`config.mk`:
```
export PLATFORM = sky130hd
export DESIGN_NAME = fma_nan_select
export DESIGN_NICKNAME = d
export VERILOG_FILES = /design/src/rtl/fmanan_pkg.sv /design/src/rtl/fmanan_cls_decode.sv /design/src/rtl/fmanan_order_pick.sv /design/src/rtl/fmanan_policy_mux.sv /design/src/rtl/fma_nan_select.sv
export SDC_FILE = /design/constraint.sdc
export NUM_CORES = 1
export LEC_CHECK = 0
export BUFFER_PORTS_ARGS = -buffer_cell sky130_fd_sc_hd__clkbuf_2
export CAP_MARGIN = 30
export CORE_AREA = 3 3 40 42
export DETAILED_ROUTE_END_ITERATION = 8
export DIE_AREA = 0 0 43 45
export GPL_TIMING_DRIVEN = 0
export PLACE_DENSITY = 0.59
export SYNTH_ARGS = -nofsm -noshare
export SYNTH_HDL_FRONTEND = slang
export SYNTH_SLANG_ARGS = --single-unit
```
`constraint.sdc`:
```
create_clock -name vclk -period 2.1
set_clock_uncertainty 0.15 [all_clocks]
set_input_delay 0.42 -clock vclk [all_inputs]
set_output_delay 0.42 -clock vclk [all_outputs]
set_load 0.02 [all_outputs]
```
`src/rtl/fmanan_pkg.sv`:
```
package fmanan_pkg;
  localparam int CLS_W    = 2;
  localparam int SEL_W    = 2;
  localparam int POL_W    = 3;
  localparam int N_OPND   = 3;
  localparam int N_PICKER = 6;
  localparam int IDX_A    = 0;
  localparam int IDX_B    = 1;
  localparam int IDX_C    = 2;

  typedef enum logic [CLS_W-1:0] {
    CLS_NUM  = 2'd0,
    CLS_QNAN = 2'd1,
    CLS_SNAN = 2'd2,
    CLS_RSVD = 2'd3
  } opnd_cls_e;

  typedef enum logic [SEL_W-1:0] {
    PICK_A    = 2'd0,
    PICK_B    = 2'd1,
    PICK_C    = 2'd2,
    PICK_DFLT = 2'd3
  } pick_e;

  // Search engines shared between policies; each is identified by its index.
  localparam int PK_CAB_SPLIT = 0;
  localparam int PK_ABC_SPLIT = 1;
  localparam int PK_CBA_SPLIT = 2;
  localparam int PK_ACB_ANY   = 3;
  localparam int PK_ABC_ANY   = 4;
  localparam int PK_CBA_ANY   = 5;

  // Operand visited at position pos (0 first) by engine e.
  function automatic int pk_order(int e, int pos);
    int ord [3];
    case (e)
      PK_CAB_SPLIT: ord = '{IDX_C, IDX_A, IDX_B};
      PK_ABC_SPLIT: ord = '{IDX_A, IDX_B, IDX_C};
      PK_CBA_SPLIT: ord = '{IDX_C, IDX_B, IDX_A};
      PK_ACB_ANY:   ord = '{IDX_A, IDX_C, IDX_B};
      PK_ABC_ANY:   ord = '{IDX_A, IDX_B, IDX_C};
      default:      ord = '{IDX_C, IDX_B, IDX_A};
    endcase
    return ord[pos];
  endfunction

  // Split engines rank signaling NaNs above quiet ones.
  function automatic bit pk_split(int e);
    return (e <= PK_CBA_SPLIT);
  endfunction
endpackage

```
`src/rtl/fmanan_cls_decode.sv`:
```
module fmanan_cls_decode
  import fmanan_pkg::*;
#(
  parameter int NOPND = N_OPND
) (
  input  logic [NOPND*CLS_W-1:0] cls_vec,
  output logic [NOPND-1:0]       is_qnan,
  output logic [NOPND-1:0]       is_snan
);
  for (genvar i = 0; i < NOPND; i++) begin : g_opnd
    logic [CLS_W-1:0] code;
    assign code       = cls_vec[i*CLS_W +: CLS_W];
    assign is_qnan[i] = (code == CLS_QNAN);
    assign is_snan[i] = (code == CLS_SNAN);
  end
endmodule

```
`src/rtl/fmanan_order_pick.sv`:
```
module fmanan_order_pick
  import fmanan_pkg::*;
#(
  parameter int ORD0  = IDX_C,
  parameter int ORD1  = IDX_A,
  parameter int ORD2  = IDX_B,
  parameter bit SPLIT = 1'b1
) (
  input  logic [N_OPND-1:0] is_qnan,
  input  logic [N_OPND-1:0] is_snan,
  output logic [SEL_W-1:0]  sel
);
  localparam logic [SEL_W-1:0] S0 = SEL_W'(ORD0);
  localparam logic [SEL_W-1:0] S1 = SEL_W'(ORD1);
  localparam logic [SEL_W-1:0] S2 = SEL_W'(ORD2);

  logic [N_OPND-1:0] is_any;
  assign is_any = is_qnan | is_snan;

  if (SPLIT) begin : g_split
    always_comb begin
      if      (is_snan[ORD0]) sel = S0;
      else if (is_snan[ORD1]) sel = S1;
      else if (is_snan[ORD2]) sel = S2;
      else if (is_qnan[ORD0]) sel = S0;
      else if (is_qnan[ORD1]) sel = S1;
      else                    sel = S2;
    end
  end else begin : g_any
    always_comb begin
      if      (is_any[ORD0]) sel = S0;
      else if (is_any[ORD1]) sel = S1;
      else                   sel = S2;
    end
  end
endmodule

```
`src/rtl/fmanan_policy_mux.sv`:
```
module fmanan_policy_mux
  import fmanan_pkg::*;
(
  input  logic [POL_W-1:0]                policy,
  input  logic                            first_nan,
  input  logic                            infzero,
  input  logic                            c_quiet,
  input  logic [N_PICKER-1:0][SEL_W-1:0]  picks,
  output logic [SEL_W-1:0]                sel,
  output logic                            imz_invalid
);
  always_comb begin
    sel         = PICK_DFLT;
    imz_invalid = infzero;
    case (policy)
      3'd0: begin
        imz_invalid = infzero && c_quiet;
        sel = (infzero && c_quiet) ? PICK_DFLT : picks[PK_CAB_SPLIT];
      end
      3'd1: sel = infzero ? PICK_DFLT : picks[PK_ABC_SPLIT];
      3'd2: sel = infzero ? PICK_C : picks[PK_CAB_SPLIT];
      3'd3: sel = infzero ? PICK_C : picks[PK_ACB_ANY];
      3'd5: sel = infzero ? PICK_C : picks[PK_CBA_SPLIT];
      3'd6: sel = infzero ? PICK_C
                : (first_nan ? picks[PK_ABC_ANY] : picks[PK_CBA_ANY]);
      default: sel = PICK_DFLT;
    endcase
  end
endmodule

```
`src/rtl/fma_nan_select.sv`:
```
module fma_nan_select
  import fmanan_pkg::*;
(
  input  logic [CLS_W-1:0] opnd_a_cls,
  input  logic [CLS_W-1:0] opnd_b_cls,
  input  logic [CLS_W-1:0] opnd_c_cls,
  input  logic             inf_times_zero,
  input  logic [POL_W-1:0] policy_sel,
  input  logic             first_nan_mode,
  output logic [SEL_W-1:0] pick_sel,
  output logic             pick_valid,
  output logic             raise_invalid
);
  logic [N_OPND-1:0]               qn, sn;
  logic [N_PICKER-1:0][SEL_W-1:0]  picks;
  logic [SEL_W-1:0]                pol_sel;
  logic                            imz_inv;

  fmanan_cls_decode #(.NOPND(N_OPND)) u_dec (
    .cls_vec (
      {opnd_c_cls, opnd_b_cls, opnd_a_cls}),
    .is_qnan (qn),
    .is_snan (sn)
  );

  for (genvar e = 0; e < N_PICKER; e++) begin : g_pick
    fmanan_order_pick #(
      .ORD0 (pk_order(e, 0)),
      .ORD1 (pk_order(e, 1)),
      .ORD2 (pk_order(e, 2)),
      .SPLIT(pk_split(e))
    ) u_pick (
      .is_qnan (qn),
      .is_snan (sn),
      .sel     (picks[e])
    );
  end

  fmanan_policy_mux u_mux (
    .policy      (policy_sel),
    .first_nan   (first_nan_mode),
    .infzero     (inf_times_zero),
    .c_quiet     (qn[IDX_C]),
    .picks       (picks),
    .sel         (pol_sel),
    .imz_invalid (imz_inv)
  );

  always_comb begin
    pick_valid    = (|qn) || (|sn) || inf_times_zero;
    raise_invalid = (|sn) || imz_inv;
    pick_sel      = pick_valid ? pol_sel : PICK_A;
  end
endmodule

```
==> flow_summary.json <==
{
  "num_rows": 13,
  "p_switching_uw": 94.24,
  "die_w_um": 43,
  "dp_hpwl_um": 941.2,
  "synth_area_per_cell_um2": 6.891,
  "grt_overflow_total": 0,
  "p_sw_share_pct": 50.09,
  "grt_pass1_wl_um": 2145,
  "fin_crit_sh_pct": 109.0,
  "routed-via-count": 584,
  "worstHoldPathType": "in2out",
  "die_area_um2": 1935,
  "antenna_found_initial": 0,
  "power_frac_seq_pct": 0,
  "drtIter0Drc": 20,
  "peakVddDrop_mv": 0.1205,
  "drive_above_1_share_pct": 59.52,
  "cp-start-kind": "input pin",
  "cp.arrival_ns": 1.72,
  "finalHoldViolCount": 0,
  "drc": 0,
  "layout.nets": 106,
  "violations": "setup timing",
  "syn_inst": 67,
  "seq_area_frac_synth_pct": 0,
  "worstMarginPinSlew_ns": 0.4109,
  "seq_cell_count": 0,
  "finalCriticalPeriod_ns": 2.289,
  "regArea_um2": 0,
  "ant_nets": 0,
  "wl_um": 1554,
  "portBuffers": 13,
  "netlist-cell-type-count": 31,
  "rsz0062_at_grt": "true",
  "area_growth_pct": 76.15,
  "crit_end": "pick_sel[1]",
  "io_pins": 15,
  "critPathLaunch": "opnd_b_cls[0]",
  "stdcell_area_um2": 813.3,
  "core_area_um2": 1285,
  "nClkBuffers": 0,
  "place_area_um2": 558.0,
  "finalSetupViolations": 2,
  "slew_headroom_pct": 72.26,
  "setup_ws_ns": -0.1886,
  "hold_buffers": 0,
  "timing.fmax_mhz": 436.9,
  "wl_per_cell_um": 15.70,
  "viasPerCell": 5.899,
  "fillers": 98,
  "n_antenna_cell": 0,
  "syn_area_um2": 461.7,
  "grt_max_degree": 11,
  "grt_usage_pct": 13.93,
  "path_class": "in2out",
  "crit_fanout": 3,
  "maxCapViolations": 0,
  "status": "finished, violations left",
  "routabilityCongestion": 0.7293,
  "die_h_um": 45,
  "power_density_nw_per_um2": 231.3,
  "slew_violations": 0,
  "p_clk_share_pct": 0,
  "required_ns": 1.53,
  "final.setup.tns_ns": -0.3316,
  "pwr-share-comb_pct": 100.0,
  "synthesis.nets": 87,
  "initial_utilization_pct": 35.93,
  "first_pass_iters": 5,
  "yosysWarnings": 0,
  "cp-end-kind": "output pin",
  "leakage_uw": 0.0003172,
  "p_int_uw": 93.89,
  "grt_pass1_vias": 465
}
## per-stage QoR
stage | hold slack (ns) | instances | power [uW] | worst slack (ns) | util (%)
floorplan | 1.041 | 67 | 86.26 | 0.01622 | -
global placement | 1.118 | 95 | 119.4 | -0.2648 | 43.43
detailed placement | 1.126 | 95 | 120.0 | -0.2658 | 43.43
CTS | 1.130 | 95 | 160.8 | -0.1808 | 56.28
global route | 1.153 | 99 | 201.8 | -0.2399 | 63.29
finish | 1.132 | 99 | 188.1 | -0.1886 | 63.29
## synth_stat cells
| library cell | instances | share of area, % |
|---|---|---|
| a211o_1 | 1 | 1.9 |
| a21oi_1 | 4 | 4.3 |
| a21oi_2 | 1 | 1.9 |
| a311oi_1 | 1 | 1.9 |
| a31oi_1 | 3 | 4.1 |
| and4b_1 | 1 | 2.2 |
| buf_2 | 2 | 2.2 |
| buf_4 | 1 | 1.6 |
| buf_6 | 1 | 2.4 |
| ha_1 | 9 | 24 |
| inv_1 | 8 | 6.5 |
| mux2i_1 | 1 | 2.2 |
| nand2_1 | 3 | 2.4 |
| nand3b_1 | 1 | 1.6 |
| nor2_1 | 8 | 6.5 |
| nor2b_1 | 2 | 2.7 |
| nor2b_2 | 1 | 1.9 |
| nor3_1 | 3 | 3.3 |
| nor3b_1 | 1 | 1.6 |
| nor4_1 | 1 | 1.4 |
| nor4b_1 | 2 | 3.8 |
| o21a_1 | 1 | 1.6 |
| o21ai_0 | 1 | 1.1 |
| o21ai_1 | 1 | 1.1 |
| o21bai_1 | 2 | 3.3 |
| o22ai_1 | 1 | 1.4 |
| o311ai_0 | 1 | 1.9 |
| o311ai_1 | 1 | 1.9 |
| o31ai_1 | 2 | 3.3 |
| o41ai_1 | 1 | 1.9 |
| xnor2_1 | 1 | 1.9 |
## per-layer routing
layer | vias up | global-route usage, % | share of wire [%]
met5 | - | 0 | 0
met4 | 0 | 4.819 | 3.8
met3 | 10 | 1.594 | 3.5
met2 | 24 | 22.75 | 53
met1 | 272 | 19.05 | 40
li1 | 278 | - | -
## power by group through the flow
stage | sequential, uW | clock, uW | combinational (uW)
after global placement | 0 | 0 | 119
after global routing | 0 | 0 | 202
final | 0 | 0 | 188
after floorplan | 0 | 0 | 86.3
after CTS | 0 | 0 | 161
after detailed placement | 0 | 0 | 120
## cell families after synthesis
kind of cell | count (synthesis) | synth area share (%)
simple gates | 23 | 27.37
buf+inv | 12 | 12.74
mux | 1 | 2.168
fa+ha+maj | 9 | 24.39
xor+xnor | 1 | 1.897
compound gates | 21 | 31.44
## cell usage in the layout (no fill, tap or decap), drive strengths merged, types with 2 or more instances in the layout
master	synthesis	layout
a21oi	5	5
a31oi	3	3
buf	4	10
clkbuf	0	11
ha	9	9
inv	8	8
nand2	3	3
nor2	8	8
nor2b	3	3
nor3	3	3
nor4b	2	2
o21ai	2	2
o21bai	2	2
o311ai	2	2
o31ai	2	2
## final cells by class
cell class                      count  area (um2)  area share [%]
Inverter                            8       40.04           4.923
Timing Repair Buffer               17       161.4           19.85
Buffer                              4       28.78           3.538
Tap cell                           15       18.77           2.308
Multi-Input combinational cell     55       564.3           69.38
## worst max-delay path, stage by stage
cell      delay (ns)
clkbuf_2        0.12
inv_2           0.06
ha_2            0.19
nor2_2          0.14
a21oi_1         0.10
nor3_1          0.24
o31ai_2         0.10
a31oi_2         0.16
clkbuf_8        0.18
## repair_timing
action,4_1_cts,5_1_grt
buffers inserted,0,4
hold endpoints to repair,0,0
cloned,0,0
resized for setup,32,15
pin swaps,15,8
setup endpoints to repair,3,3
## worst min path at each step
| stage | startpoint | slack, ns | to | depth (start not counted) |
|---|---|---|---|---|
| after floorplan | policy_sel[0] | 1.04 | pick_sel[1] | 3 |
| after global placement | policy_sel[0] | 1.12 | raise_invalid | 4 |
| after detailed placement | policy_sel[0] | 1.13 | raise_invalid | 4 |
| after CTS | policy_sel[0] | 1.13 | raise_invalid | 4 |
| after global routing | policy_sel[0] | 1.15 | raise_invalid | 4 |
| final | policy_sel[0] | 1.13 | raise_invalid | 4 |
Note: power is estimated with default switching activity, not from simulation.
